### src/rtl/lyrblend_pkg.sv
package lyrblend_pkg;

  typedef struct packed {
    logic [7:0] a;
    logic [7:0] r;
    logic [7:0] g;
    logic [7:0] b;
  } argb_t;

  localparam logic [2:0] FMT_ARGB32 = 3'd0;
  localparam logic [2:0] FMT_RGB24  = 3'd1;
  localparam logic [2:0] FMT_RGB16  = 3'd2;
  localparam logic [2:0] FMT_A1RGB5 = 3'd3;
  localparam logic [2:0] FMT_ARGB4  = 3'd4;
  localparam logic [2:0] FMT_LUM8   = 3'd5;
  localparam logic [2:0] FMT_A4L4   = 3'd6;
  localparam logic [2:0] FMT_A8L8   = 3'd7;

  localparam logic [2:0] BF1_SCALED = 3'b110;
  localparam logic [2:0] BF2_SCALED = 3'b111;

  // Widen short channels by repeating their top bits below them.
  function automatic logic [7:0] widen5(input logic [4:0] v);
    return {v, v[4:2]};
  endfunction

  function automatic logic [7:0] widen6(input logic [5:0] v);
    return {v, v[5:4]};
  endfunction

  function automatic logic [7:0] widen4(input logic [3:0] v);
    return {v, v};
  endfunction

  function automatic argb_t expand_pixel(input logic [2:0] fmt, input logic [31:0] d);
    argb_t e;
    e = '0;
    case (fmt)
      FMT_ARGB32: e = argb_t'(d);
      FMT_RGB24:  e = '{a: 8'hFF, r: d[23:16], g: d[15:8], b: d[7:0]};
      FMT_RGB16:  e = '{a: 8'hFF, r: widen5(d[15:11]), g: widen6(d[10:5]), b: widen5(d[4:0])};
      FMT_A1RGB5: e = '{a: {8{d[15]}}, r: widen5(d[14:10]), g: widen5(d[9:5]), b: widen5(d[4:0])};
      FMT_ARGB4:  e = '{a: widen4(d[15:12]), r: widen4(d[11:8]), g: widen4(d[7:4]), b: widen4(d[3:0])};
      FMT_LUM8:   e = '{a: 8'hFF, r: d[7:0], g: d[7:0], b: d[7:0]};
      FMT_A4L4:   e = '{a: widen4(d[7:4]), r: widen4(d[3:0]), g: widen4(d[3:0]), b: widen4(d[3:0])};
      FMT_A8L8:   e = '{a: d[15:8], r: d[7:0], g: d[7:0], b: d[7:0]};
      default:    e = '0;
    endcase
    return e;
  endfunction

  // Rounded division of an 8x8 product by 255.
  function automatic logic [7:0] div255_round(input logic [15:0] p);
    logic [16:0] t;
    t = {1'b0, p} + 17'd127;
    return 8'(t / 17'd255);
  endfunction

  // One colour channel: weighted sum, rounded, divided by 255, saturated.
  function automatic logic [7:0] mix_channel(input logic [7:0] src, input logic [7:0] dst,
                                             input logic [7:0] f1, input logic [7:0] f2);
    logic [17:0] s;
    logic [17:0] q;
    s = 18'(src) * 18'(f1) + 18'(dst) * 18'(f2) + 18'd127;
    q = s / 18'd255;
    return (q > 18'd255) ? 8'hFF : q[7:0];
  endfunction

endpackage

### src/rtl/lyrblend_layer_src.sv
module lyrblend_layer_src
  import lyrblend_pkg::*;
#(
  parameter int CW = 12
) (
  input  logic          pos_valid,
  input  logic [CW-1:0] pos_x,
  input  logic [CW-1:0] pos_y,
  input  logic          en,
  input  logic [2:0]    fmt,
  input  logic [31:0]   dflt,
  input  logic [CW-1:0] hstart,
  input  logic [CW-1:0] hstop,
  input  logic [CW-1:0] vstart,
  input  logic [CW-1:0] vstop,
  input  logic [31:0]   pix,
  input  logic          pix_valid,
  output logic          ready,
  output logic          take,
  output argb_t         src
);

  logic in_h;
  logic in_v;
  logic in_win;

  assign in_h   = (pos_x >= hstart) && (pos_x <= hstop);
  assign in_v   = (pos_y >= vstart) && (pos_y <= vstop);
  assign in_win = in_h && in_v;

  assign ready  = pos_valid && en && in_win;
  assign take   = ready && pix_valid;
  assign src    = take ? expand_pixel(fmt, pix) : argb_t'(dflt);

endmodule

### src/rtl/lyrblend_mix.sv
module lyrblend_mix
  import lyrblend_pkg::*;
#(
  parameter int NCH = 3
) (
  input  argb_t           upper,
  input  logic [8*NCH-1:0] lower,
  input  logic [7:0]      calpha,
  input  logic [2:0]      bf1,
  input  logic [2:0]      bf2,
  output logic [8*NCH-1:0] result
);

  logic [7:0]       scaled_alpha;
  logic [7:0]       f_src;
  logic [7:0]       f_dst;
  logic [8*NCH-1:0] up_rgb;

  assign scaled_alpha = div255_round(16'(upper.a) * 16'(calpha));
  assign f_src        = (bf1 == BF1_SCALED) ? scaled_alpha : calpha;
  assign f_dst        = (bf2 == BF2_SCALED) ? (8'hFF - scaled_alpha) : (8'hFF - calpha);
  assign up_rgb       = 24'({upper.r, upper.g, upper.b});

  for (genvar c = 0; c < NCH; c++) begin : g_ch
    assign result[8*c +: 8] = mix_channel(up_rgb[8*c +: 8], lower[8*c +: 8], f_src, f_dst);
  end

endmodule

### src/rtl/lyrblend_top.sv
module lyrblend_top
  import lyrblend_pkg::*;
#(
  parameter int CW = 12
) (
  input  logic          clk,
  input  logic          rst_n,
  input  logic          pos_valid,
  input  logic [CW-1:0] pos_x,
  input  logic [CW-1:0] pos_y,
  input  logic [23:0]   bg_rgb,
  input  logic          l1_en,
  input  logic [2:0]    l1_fmt,
  input  logic [7:0]    l1_calpha,
  input  logic [2:0]    l1_bf1,
  input  logic [2:0]    l1_bf2,
  input  logic [31:0]   l1_dflt,
  input  logic [CW-1:0] l1_hstart,
  input  logic [CW-1:0] l1_hstop,
  input  logic [CW-1:0] l1_vstart,
  input  logic [CW-1:0] l1_vstop,
  input  logic [31:0]   l1_pix,
  input  logic          l1_valid,
  output logic          l1_ready,
  input  logic          l2_en,
  input  logic [2:0]    l2_fmt,
  input  logic [7:0]    l2_calpha,
  input  logic [2:0]    l2_bf1,
  input  logic [2:0]    l2_bf2,
  input  logic [31:0]   l2_dflt,
  input  logic [CW-1:0] l2_hstart,
  input  logic [CW-1:0] l2_hstop,
  input  logic [CW-1:0] l2_vstart,
  input  logic [CW-1:0] l2_vstop,
  input  logic [31:0]   l2_pix,
  input  logic          l2_valid,
  output logic          l2_ready,
  output logic          out_valid,
  output logic [23:0]   out_rgb
);

  localparam int NLAYER = 2;
  localparam int RGBW   = 24;

  // Per-layer configuration gathered into arrays so one generate loop builds the stack.
  logic          en_a    [NLAYER];
  logic [2:0]    fmt_a   [NLAYER];
  logic [7:0]    ca_a    [NLAYER];
  logic [2:0]    bf1_a   [NLAYER];
  logic [2:0]    bf2_a   [NLAYER];
  logic [31:0]   dflt_a  [NLAYER];
  logic [CW-1:0] hs_a    [NLAYER];
  logic [CW-1:0] he_a    [NLAYER];
  logic [CW-1:0] vs_a    [NLAYER];
  logic [CW-1:0] ve_a    [NLAYER];
  logic [31:0]   pix_a   [NLAYER];
  logic          pv_a    [NLAYER];
  logic          rdy_a   [NLAYER];
  logic          take_a  [NLAYER];
  argb_t         src_a   [NLAYER];
  logic [RGBW-1:0] stage [NLAYER+1];

  assign en_a   = '{l1_en, l2_en};
  assign fmt_a  = '{l1_fmt, l2_fmt};
  assign ca_a   = '{l1_calpha, l2_calpha};
  assign bf1_a  = '{l1_bf1, l2_bf1};
  assign bf2_a  = '{l1_bf2, l2_bf2};
  assign dflt_a = '{l1_dflt, l2_dflt};
  assign hs_a   = '{l1_hstart, l2_hstart};
  assign he_a   = '{l1_hstop, l2_hstop};
  assign vs_a   = '{l1_vstart, l2_vstart};
  assign ve_a   = '{l1_vstop, l2_vstop};
  assign pix_a  = '{l1_pix, l2_pix};
  assign pv_a   = '{l1_valid, l2_valid};

  assign stage[0] = bg_rgb;

  for (genvar i = 0; i < NLAYER; i++) begin : g_layer
    lyrblend_layer_src #(.CW(CW)) u_src (
      .pos_valid (pos_valid),
      .pos_x     (pos_x),
      .pos_y     (pos_y),
      .en        (en_a[i]),
      .fmt       (fmt_a[i]),
      .dflt      (dflt_a[i]),
      .hstart    (hs_a[i]),
      .hstop     (he_a[i]),
      .vstart    (vs_a[i]),
      .vstop     (ve_a[i]),
      .pix       (pix_a[i]),
      .pix_valid (pv_a[i]),
      .ready     (rdy_a[i]),
      .take      (take_a[i]),
      .src       (src_a[i])
    );

    lyrblend_mix #(.NCH(RGBW / 8)) u_mix (
      .upper  (src_a[i]),
      .lower  (stage[i]),
      .calpha (ca_a[i]),
      .bf1    (bf1_a[i]),
      .bf2    (bf2_a[i]),
      .result (stage[i+1])
    );
  end

  // Named internal events for the checker.
  logic        l1_take;
  logic        l2_take;
  logic [31:0] l2_src_argb;
  logic [23:0] mixed_rgb;

  assign l1_take     = take_a[0];
  assign l2_take     = take_a[1];
  assign l2_src_argb = src_a[1];
  assign mixed_rgb   = stage[NLAYER];
  assign l1_ready    = rdy_a[0];
  assign l2_ready    = rdy_a[1];

  always_ff @(posedge clk or negedge rst_n) begin
    if (!rst_n) begin
      out_valid <= 1'b0;
      out_rgb   <= '0;
    end else begin
      out_valid <= pos_valid;
      if (pos_valid) out_rgb <= mixed_rgb;
    end
  end

endmodule

### config.mk
export PLATFORM = sky130hd
export DESIGN_NAME = lyrblend_top
export DESIGN_NICKNAME = d
export VERILOG_FILES = /design/src/rtl/lyrblend_pkg.sv /design/src/rtl/lyrblend_layer_src.sv /design/src/rtl/lyrblend_mix.sv /design/src/rtl/lyrblend_top.sv
export SDC_FILE = /design/constraint.sdc
export NUM_CORES = 2
export LEC_CHECK = 0
export BUFFER_PORTS_ARGS = -buffer_cell sky130_fd_sc_hd__buf_2
export CAP_MARGIN = 15
export CORE_AREA = 5 5 421 423
export CTS_BUF_LIST = sky130_fd_sc_hd__clkbuf_2 sky130_fd_sc_hd__clkbuf_4 sky130_fd_sc_hd__clkbuf_8
export CTS_CLUSTER_DIAMETER = 120
export DETAILED_ROUTE_END_ITERATION = 8
export DIE_AREA = 0 0 426 428
export SETUP_SLACK_MARGIN = 0.5
export SYNTH_ARGS = -nofsm -noshare
export SYNTH_HDL_FRONTEND = slang
export SYNTH_SLANG_ARGS = --single-unit
### constraint.sdc
create_clock -name clk -period 4.6 [get_ports clk]
set_input_delay 0.92 -clock clk [delete_from_list [all_inputs] [get_ports clk]]
set_output_delay 0.92 -clock clk [all_outputs]
set_load 0.1 [all_outputs]
==> flow_summary.yaml <==
global_routing:
  grt_antenna_before_repair: 10
  grt_usage_pct: 23.1
  first_global_vias: 72100
  grt_pass1_wl_um: 359000
  overflow: 0
  grt_max_degree: 40
final_layout:
  area.sequential_um2: 626
  final_cell_mix: "buf_4, inv_1, nand2_1"
  syn_to_final_growth_pct: 53.7
  final_nets: 12400
  final.fill_count: 16000
  drive_gt1_share_pct: 41.4
  multiInputGateArea_mm2: 0.0609
  fin_area_mm2: 0.0924
  final_cell_count_no_fill: 13200
  layout_commonest_cell: "buf_4"
  fin_util_pct: 53.4
synth:
  synth_cells: 7917
  netlist_area_mm2: 0.0601
  avgSynthCellArea_um2: 7.59
  ys_types: 168
  synthXorXnorAreaFrac_pct: 4.43
  synthMuxAreaShare_pct: 2.46
  synth_seq_cells: 25
  synth_top_family_by_area: "adder cells"
  yosysSeqAreaShare_pct: 1.04
  synthAdderAreaFrac_pct: 34.6
  syn_nets: 9489
  async_flop_share_pct: 100
  synthSimpleGateAreaFrac_pct: 26.0
  synthFlopType: "dfrtp_1"
  synth_edf_count: 0
  yosysWarnings: 0
  synth-compound-area-share_pct: 22.8
sta:
  relSlewSlack_pct: 38.8
  grt_setup_unrepaired: "true"
  setup_viol: 24
  period_needed_ns: 35.20
  hold_violations: 0
  fin_crit_sh_pct: 765
  finClkSkew_ns: 0
  setup_slack_ns: -30.60
  max_freq_mhz: 28.4
  worst_pin_slew_ns: 0.918
  slew_viol_final: 0
run:
  maxCapViolCount: 0
setup_path:
  reg2regPathDepth: 3
  r2r_start: "out_rgb[16]$_DFFE_PN0P_"
  start_kind: "input pin"
  r2r_setup_slack_ns: 3.38
  crit_top_cell: "buf_4"
  critPathArrivalTime_ns: 35.45
  cpMaxStageDelayCell: "or4_4"
  required_ns: 4.85
  critPathCaptureType: "flop"
  reg2reg_to: "out_rgb[16]$_DFFE_PN0P_"
  worst-path-max-fanout: 11
  path_class: "in2reg"
  max_stage_delay_ns: 0.59
  crit_start: "pos_x[0]"
worst_hold_path:
  hold_path_end: "out_rgb[19]$_DFFE_PN0P_"
  min-delay-start: "out_rgb[19]$_DFFE_PN0P_"
  hold_class: "reg2reg"
  hold_depth: 1
place:
  post-place-cells: 12900
  gp_congestion: 0.938
  postPlaceCellArea_mm2: 0.0856
  hpwl_um: 185000
  port_buffers: 339
clocking:
  clock-root-buffer: "clkbuf_8"
  cts_buffers: 3
  cts.htree.levels: 1
  clockBufferDepth: 2
  cts_tree: "done"
  clk_pin_slew_ns: 0.13
  clkLatencyLatePin_ns: 0.32
  hold_buffers: 0
  cts_sinks: 25
routing:
  ant_nets: 0
  first_pass_iters: 6
  viasPerCell: 5.26
  drtIter0Drc: 3876
  wl_um: 221000
  avgRoutedWirePerCell_um: 16.7
  vias: 69400
  route.detailed.drc: 0
die:
  num_rows: 153
  die_w_um: 426
  initial_core_util_pct: 34.7
  design.die.area_mm2: 0.182
  io-pin-count: 340
  die_h_um: 428
  core_mm2: 0.173
status:
  status: "complete, but fails checks"
  violations: "negative setup slack"
-- worst max-delay path, delay by kind of cell --
| kind | cells | cell delay [ns] |
|---|---|---|
| compound gates | 46 | 10.18 |
| fa+ha+maj | 20 | 8.70 |
| xor+xnor | 3 | 0.51 |
| simple gates | 44 | 10.15 |
| buf+inv | 31 | 3.67 |
| mux | 5 | 1.24 |
-- cell families (layout without fill, tap and decap cells) --
group	after synthesis	count (layout)
mux	136	136
flops	25	25
buf+inv	1327	4274
other cells	0	6
compound gates	1846	1846
xor+xnor	299	299
simple gates	3019	3020
fa+ha+maj	1265	1265
-- how the worst max path moves through the flow --
stage                                         to  slack, ns  cells past startpoint
after global placement    out_rgb[8]$_DFFE_PN0P_     -31.61                    145
after global routing      out_rgb[0]$_DFFE_PN0P_     -31.96                    156
after floorplan           out_rgb[0]$_DFFE_PN0P_     -30.17                    147
final                     out_rgb[8]$_DFFE_PN0P_     -30.60                    149
after CTS                 out_rgb[8]$_DFFE_PN0P_     -30.14                    146
after detailed placement  out_rgb[8]$_DFFE_PN0P_     -31.91                    140
-- Yosys cell counts, types with 25 or more instances --
cell       instances  share of area, %
and2_1           245               2.6
o2111ai_1         25              0.36
nand4_1           90              0.94
o22ai_1           45              0.47
o31ai_1           46              0.57
and4_1            32              0.47
ha_1             593                12
a31oi_1          106               1.1
nor3_1           180               1.5
a21o_1            81               1.0
inv_1           1104               6.9
and3_1            79              0.82
o211ai_1          95               1.2
fa_1             666                22
nor3b_1           34              0.42
xor2_1           103               1.5
a211oi_1          75              0.94
a211o_1           46              0.67
o21ai_0          269               2.2
a21oi_1          358               3.0
nor2_1           687               4.3
xnor2_1          190               2.8
nor4_1            71              0.74
o21ai_1           44              0.37
or4_1             25              0.31
buf_2             34              0.28
nor2b_1          123               1.3
dfrtp_1           25               1.0
or2_2             89              0.93
nand2b_1         107               1.1
mux2_2            52              0.97
mux2i_1           76               1.3
nand2_1          775               4.8
nand3_1          201               1.7
or3_1             65              0.68
clkbuf_1         139              0.87
o21a_1            83               1.0
-- sequential cells by signal (all words and copies together), names as in the netlist --
signal	cells
out_valid	1
out_rgb	24
-- layout make-up --
cell class,instances,area share (%)
Clock inverter,1,0.00948
Timing Repair Buffer,3164,25.7
Inverter,1106,4.51
Tap cell,2325,3.15
Sequential cell,25,0.677
Antenna cell,6,0.0163
Clock buffer,3,0.0447
Multi-Input combinational cell,6566,65.9
-- metal layers --
metal	global-route usage [%]	wire [um]	vias to the layer above
met2	42.1	112000	1539
met5	0	39	-
met3	1.16	7740	374
li1	-	-	33600
met4	5.64	6110	6
met1	29.8	95100	33900
-- per-stage QoR --
step | hold WS, ns | setup TNS, ns | setup WS [ns]
2_1_floorplan | 0.624 | -666.62 | -30.17
3_3_place_gp | 0.483 | -699.16 | -31.61
3_5_place_dp | 0.489 | -704.42 | -31.91
4_1_cts | 0.521 | -672.57 | -30.14
5_1_grt | 0.542 | -711.49 | -31.96
6_report | 0.516 | -684.22 | -30.60
-- timing repair --
item | in CTS | in global routing
endpoints found under the setup margin | 26 | 26
endpoints found under the hold margin | 0 | 0
resized for setup | 522 | 397
cloned | 1 | 0
pin swaps | 294 | 208
buffers inserted | 193 | 103
Power is left out: the tool's default activity adds up to more than one toggle a clock period on the data nets, which glitch-free logic cannot reach.
